### config.mk
export PLATFORM = sky130hd
export DESIGN_NAME = cond_reg_unit
export DESIGN_NICKNAME = d
export VERILOG_FILES = /design/src/rtl/cru_pkg.sv /design/src/rtl/cru_arbiter.sv /design/src/rtl/cru_mask_expand.sv /design/src/rtl/cru_field_insert.sv /design/src/rtl/cond_reg_unit.sv
export SDC_FILE = /design/constraint.sdc
export NUM_CORES = 1
export LEC_CHECK = 0
export BUFFER_PORTS_ARGS = -buffer_cell sky130_fd_sc_hd__buf_2
export CAP_MARGIN = 20
export CELL_PAD_IN_SITES_DETAIL_PLACEMENT = 2
export CELL_PAD_IN_SITES_GLOBAL_PLACEMENT = 2
export CORE_UTILIZATION = 30
export CTS_CLUSTER_SIZE = 8
export DETAILED_ROUTE_END_ITERATION = 8
export PLACE_DENSITY = 0.95
export SYNTH_ARGS = -nofsm -noshare
export SYNTH_HDL_FRONTEND = slang
export SYNTH_SLANG_ARGS = --single-unit
### constraint.sdc
create_clock -name clk -period 2.2 [get_ports clk]
set_input_delay 0 -clock clk [delete_from_list [all_inputs] [get_ports clk]]
set_output_delay 0 -clock clk [all_outputs]
set_load 0.1 [all_outputs]
### src/rtl/cru_pkg.sv
package cru_pkg;
  parameter int FLD_W_DEF   = 4;
  parameter int NUM_FLD_DEF = 8;
  parameter int STAT_W      = 3;
  parameter int OPC_W       = 4;

  localparam int OPC_WRITE = 0;
  localparam int OPC_MOVE  = 1;
  localparam int OPC_READ  = 2;
  localparam int OPC_UNSUP = 3;

  typedef enum logic [1:0] {
    GR_NONE  = 2'd0,
    GR_WRITE = 2'd1,
    GR_MOVE  = 2'd2,
    GR_READ  = 2'd3
  } grant_e;
endpackage

### src/rtl/cru_arbiter.sv
module cru_arbiter
  import cru_pkg::*;
(
  input  logic             op_valid,
  input  logic [OPC_W-1:0] op_code,
  output grant_e           grant
);
  always_comb begin
    grant = GR_NONE;
    if (op_valid && !op_code[OPC_UNSUP]) begin
      if (op_code[OPC_WRITE])     grant = GR_WRITE;
      else if (op_code[OPC_MOVE]) grant = GR_MOVE;
      else if (op_code[OPC_READ]) grant = GR_READ;
    end
  end
endmodule

### src/rtl/cru_mask_expand.sv
module cru_mask_expand #(
  parameter int FLD_W   = 4,
  parameter int NUM_FLD = 8,
  localparam int CR_W   = FLD_W * NUM_FLD
) (
  input  logic [NUM_FLD-1:0] fld_mask,
  output logic [CR_W-1:0]    bit_mask
);
  for (genvar i = 0; i < NUM_FLD; i++) begin : g_fld
    assign bit_mask[i*FLD_W +: FLD_W] = {FLD_W{fld_mask[i]}};
  end
endmodule

### src/rtl/cru_field_insert.sv
module cru_field_insert #(
  parameter int FLD_W   = 4,
  parameter int NUM_FLD = 8,
  localparam int CR_W   = FLD_W * NUM_FLD,
  localparam int IDX_W  = $clog2(NUM_FLD)
) (
  input  logic [CR_W-1:0]  cr_in,
  input  logic [IDX_W-1:0] idx,
  input  logic [FLD_W-1:0] nibble,
  output logic [CR_W-1:0]  cr_ins
);
  // Field 0 is the most significant field (big-endian numbering).
  for (genvar i = 0; i < NUM_FLD; i++) begin : g_fld
    localparam logic [IDX_W-1:0] SEL = IDX_W'(NUM_FLD - 1 - i);
    assign cr_ins[i*FLD_W +: FLD_W] = (idx == SEL) ? nibble : cr_in[i*FLD_W +: FLD_W];
  end
endmodule

### src/rtl/cond_reg_unit.sv
module cond_reg_unit
  import cru_pkg::*;
#(
  parameter int FLD_W   = FLD_W_DEF,
  parameter int NUM_FLD = NUM_FLD_DEF,
  localparam int CR_W   = FLD_W * NUM_FLD,
  localparam int IDX_W  = $clog2(NUM_FLD)
) (
  input  logic               clk,
  input  logic               rst,
  input  logic               op_valid,
  input  logic [OPC_W-1:0]   op_code,
  input  logic [NUM_FLD-1:0] fld_mask,
  input  logic [IDX_W-1:0]   fld_idx,
  input  logic [CR_W-1:0]    src_data,
  input  logic               xer_wr_en,
  input  logic [STAT_W-1:0]  xer_wr_bits,
  output logic               res_valid,
  output logic [CR_W-1:0]    res_data,
  output logic [CR_W-1:0]    cr_out,
  output logic [STAT_W-1:0]  xer_out
);
  grant_e             grant;
  logic [CR_W-1:0]    bit_mask;
  logic [CR_W-1:0]    cr_ins;
  logic [FLD_W-1:0]   move_nib;
  logic [CR_W-1:0]    cr_q, cr_nxt;
  logic [STAT_W-1:0]  xer_q, xer_nxt;

  cru_arbiter u_arb (
    .op_valid (op_valid),
    .op_code  (op_code),
    .grant    (grant)
  );

  cru_mask_expand #(.FLD_W(FLD_W), .NUM_FLD(NUM_FLD)) u_mask (
    .fld_mask (fld_mask),
    .bit_mask (bit_mask)
  );

  // {SO, OV, CA} land in the top bits of the field, the rest is zero.
  assign move_nib = FLD_W'(xer_q) << (FLD_W - STAT_W);

  cru_field_insert #(.FLD_W(FLD_W), .NUM_FLD(NUM_FLD)) u_ins (
    .cr_in  (cr_q),
    .idx    (fld_idx),
    .nibble (move_nib),
    .cr_ins (cr_ins)
  );

  always_comb begin
    unique case (grant)
      GR_WRITE: cr_nxt = (src_data & bit_mask) | (cr_q & ~bit_mask);
      GR_MOVE:  cr_nxt = cr_ins;
      default:  cr_nxt = cr_q;
    endcase
  end

  always_comb begin
    if (grant == GR_MOVE) xer_nxt = '0;
    else if (xer_wr_en)   xer_nxt = xer_wr_bits;
    else                  xer_nxt = xer_q;
  end

  always_ff @(posedge clk) begin
    if (rst) begin
      cr_q      <= '0;
      xer_q     <= '0;
      res_valid <= 1'b0;
      res_data  <= '0;
    end else begin
      cr_q      <= cr_nxt;
      xer_q     <= xer_nxt;
      res_valid <= (grant == GR_READ);
      if (grant == GR_READ) res_data <= cr_q;
    end
  end

  assign cr_out  = cr_q;
  assign xer_out = xer_q;
endmodule

## Yosys cells after proc, flatten, opt, wreduce, memory -nomap -nowiden

Index checks and enable logic that the tools add are counted.

| word-level totals | value |
|---|---|
| flip-flop bits (word level) | 68 |
| output and inout port bits | 68 |

| operators by class | value |
|---|---|
| eq/ne operators | 18 |
| muxes and demuxes | 13 |
| bitwise gates (word level) | 4 |
| reduce and logical (&&, ||, !) cells | 13 |

Operator list:

| kind | number |
|---|---|
| $and 32x32->32 | 2 |
| $pmux 32 s2 | 1 |
| $mux 4 | 8 |
| $not 32->32 | 1 |
| $or 32x32->32 | 1 |
| $ne 2x1->1 const B | 8 |
| $reduce_and 2->1 | 8 |
| $eq 3x3->1 const B | 4 |
| $mux 2 | 4 |
| $eq 3x2->1 const B | 2 |
| $eq 2x2->1 const B | 2 |
| $eq 3x1->1 const B | 1 |
| $logic_not 3->1 | 1 |
| $eq 2x1->1 const B | 1 |
| $reduce_bool 2->1 | 1 |
| $reduce_or 2->1 | 1 |
| $logic_and 1x1->1 | 1 |
| $logic_not 1->1 | 1 |

## Logic depth before layout (Yosys ltp)

| logic depth | value |
|---|---|
| depth in word-level cells | 7 |
| mapped depth | 6 |
| mapped depth without buffers | 3 |

## Cells and area by module

Synthesis repeated with hierarchy kept, for this count alone.

| unflattened totals | value |
|---|---|
| cells, all modules | 410 |
| area total of the unflattened synthesis | 4002.6 sq um |

Modules (own cells, without submodules):

| module | times used | cells each | area an instance (sq um) | sequential area each (sq um) |
|---|---|---|---|---|
| cond_reg_unit | 1 | 332 | 3285.7 | 1361.3 |
| cru_field_insert | 1 | 40 | 430.4 | 0.0 |
| cru_mask_expand | 1 | 32 | 240.2 | 0.0 |
| cru_arbiter | 1 | 6 | 46.3 | 0.0 |

## Worst setup path after synthesis

No wires, ideal clock.

| path | value |
|---|---|
| path type | register -> register |
| start | register xer_q[0] (netlist: xer_out[0]) |
| end | register (tool-made name) |
| setup time | 0.091 ns |
| data arrival time | 1.566 ns |
| setup slack | 0.543 ns |
| cell stages (with the launch flop) | 3 |
| path buffers | 0 |
| cells stage by stage | dfxtp_1 > nand2_1 > a311oi_1 |

RTL lines:

| item | RTL line | source |
|---|---|---|
| start: declaration | cond_reg_unit.sv:28 | `logic [STAT_W-1:0] xer_q, xer_nxt;` |
| start signal: assignment | cond_reg_unit.sv:73 | `xer_q <= xer_nxt;` |

==> results by group <==
Timing
  • Setup TNS Final: 0 ns
  • Period utilization: about 84%
  • Pins Over Slew Limit: 0
  • Least-Margin Pin Slew: 1.087 ns
  • Fin crit period: 1.856 ns
  • Rel. slew slack: 27.55%
  • Max Freq: 538.7 MHz
  • Setup violators final: 0
  • Final worst clock skew: 0.01393 ns
  • Fin. Hold Viols: 0
  • Hold_ws: 0.002503 ns
  • Setup repair after global routing missed its margin: no

Yosys
  • Dominant synthesized flop cell: dfxtp_1
  • Share of the synthesized area in the top cell type: a little over two fifths
  • Most numerous cell in the Yosys netlist: dfxtp_1
  • Area leader, netlist: dfxtp_1
  • Most instantiated cells after synthesis: dfxtp_1 (68), nand3_1 (41), o21ai_0 (38), a21oi_1 (32)
  • Mapped Area: 3123 um^2
  • Post-Syn Area per Cell: 9.267 um^2
  • Asr flop ratio synth: 0%
  • Post-synth EDFFs: 0
  • Net Count, Synth: 391
  • Post-Syn Instances: 337
  • Post-synthesis sequential area ratio: about 44%
  • Synth Register Bits: 68
  • Yosys cell types: 34
  • Synth warn: 0
  • Cells taking the most area after synthesis: dfxtp_1 (44%), a311oi_1 (6.7%), nand3_1 (6.6%)

Floorplanning
  • Starting Density: between 30% and 40%
  • Row count: 36
  • Core box area: around 9900 um^2
  • Die W: 104.0 um
  • I/O pin total: about 120
  • Die area: ~11000 um^2
  • Die height: 104.0 um

Finish
  • Total Nets Final: 547
  • Fraction of final layout cells sized beyond drive strength 1: between 30% and 40%
  • Synth-to-Final Area Change: 43.43%
  • Design Area, Final: 4479 um^2

Clock tree
  • Clock Latency Late Sink: ~0.37 ns
  • Clk sinks: 68
  • CTS tree: built
  • Clock slew at reported path FFs: 0.09 ns
  • Clk buf depth: 2
  • H-tree levels: 3
  • Post-CTS Setup Inserts: 0
  • CTS buffer count: 9
  • Root cell of the clock tree: clkbuf_8

Critical path
  • Reg2reg start: xer_out[1]
  • Crit path launch type: primary input
  • Nature of the critical path endpoint: register
  • CP max-delay cell: dlygate4sd3_1
  • WP data required: 2.44 ns
  • Worst Path Arrival: 2.10 ns
  • Crit-path cells: buf_2 -> nand4bb_1 -> buf_4 -> nand3_1 -> dlygate4sd3_1 -> a311oi_1
  • Kind of critical path: in2reg
  • Critical Path Start: op_code[0]
  • CP peak stage delay: 0.57 ns
  • Reg2reg path depth: 2
  • Crit path depth: 6
  • Crit path max-delay family: buffers and inverters
  • R2r setup slk: 0.79 ns
  • Worst Path Buf+Inv: 3
  • Worst Path Max Fanout: 18

Global routing
  • Tot GR Track Use: 29.22%
  • Vias in the first global route: 4208
  • Antenna violations before repair: 1
  • First-pass GRT wire length: 24.34 mm
  • GRT Residual Overflow: 0
  • Largest net degree at the start of global routing: 51

Place
  • IO Port Bufs: 121
  • GP Congestion: between 0.7 and 0.8
  • HPWL Detailed: about 9.0 mm
  • Area of placed instances: 3791 um^2

Pwr
  • VDD IR max: 344.9 uV
  • P per Cell Area: 681.2 nW/um^2
  • Leak pwr: 1.872 nW

Route
  • DR iter-0 viols: 184
  • Post-route ant nets: 0
  • Total Routed Length: 15.71 mm
  • DR vias: 3731
  • DRC: 0
  • Drt pass-1 iters: 6
  • WL/cell: 24.85 um
  • Post-DR vias/cell: 5.903

Hold path
  • Hold crit path type: in2reg

Run status
  • Status: finished, final reports clean

Run
  • Max-cap viol count: 0
[cell families after synthesis]
| group | after synthesis | share of synthesized area, % |
|---|---|---|
| buffers and inverters | 33 | 5.929 |
| and+or+nand+nor | 104 | 23.24 |
| DFF | 68 | 43.59 |
| AOI/OAI and AO/OA | 129 | 26.28 |
| muxes | 3 | 0.9616 |
[area by class of cell]
class	count	area, um^2
inverter	1	3.754
timing repair buffer	177	1141
multi-input combinational	236	1579
tap	133	166.4
clock buffer	10	137.6
fill	1064	5430
antenna	1	2.502
clock inverter	6	87.58
sequential	68	1361
[power by group]
group	internal [mW]	switching [mW]
Combinational	0.172	0.387
Sequential	1.26	0.0274
Clock	0.669	0.539
[through the flow]
step                      instances  total power, mW  util [%]  setup slack, ns
after global placement          569            1.761     38.26           0.6796
after global routing            632            3.150     45.20           0.3107
after detailed placement        569            1.780     38.26           0.5461
after CTS                       630            3.022     45.08           0.6181
final                           632            3.051     45.20           0.3438
after floorplan                 337            1.635         -           0.5432
[tightest hold or removal path, cell delays in order]
cell	delay, ns
buf_2	0.12
nand4b_1	0.10
a311oi_1	0.09
[how the worst min path moves through the flow]
| stage | cells past startpoint | from | slack (ns) | endpoint |
|---|---|---|---|---|
| 2_1_floorplan | 2 | src_data[0] | 0.14 | cr_out[0] |
| 3_3_place_gp | 3 | xer_wr_bits[2] | 0.24 | xer_out[2] |
| 3_5_place_dp | 3 | xer_wr_bits[1] | 0.26 | xer_out[1] |
| 4_1_cts | 3 | src_data[6] | 0.006 | register |
| 5_1_grt | 3 | src_data[10] | 0.01 | register |
| 6_report | 3 | fld_mask[6] | 0.003 | register |
[timing repair]
item	4_1_cts	5_1_grt
hold buffers	45	1
gates resized for setup	0	0
endpoints found under the setup margin	0	0
hold endpoints to repair	31	1
[cell usage in the layout (no fill, tap or decap), types with 9 or more instances in the layout]
| cell | n |
|---|---|
| buf_2 | 121 |
| nand3_1 | 41 |
| o21ai_0 | 38 |
| nand4b_1 | 15 |
| a211oi_1 | 24 |
| dlygate4sd3_1 | 46 |
| and4b_1 | 9 |
| nand3b_1 | 9 |
| a21oi_1 | 32 |
| dfxtp_1 | 68 |
| clkbuf_8 | 10 |
| a311oi_1 | 24 |
| buf_4 | 10 |
| nand2b_1 | 9 |
[metal layers]
layer  global-route usage (%)  vias up  part of all wire, %
li1                         -     1634                    -
met1                    32.25     1891                   39
met2                    52.19      160                   51
met3                    6.767       46                  5.8
met4                    14.80        0                  3.6
met5                        0        -                    0
No activity file was read; power rests on OpenSTA's default activity.
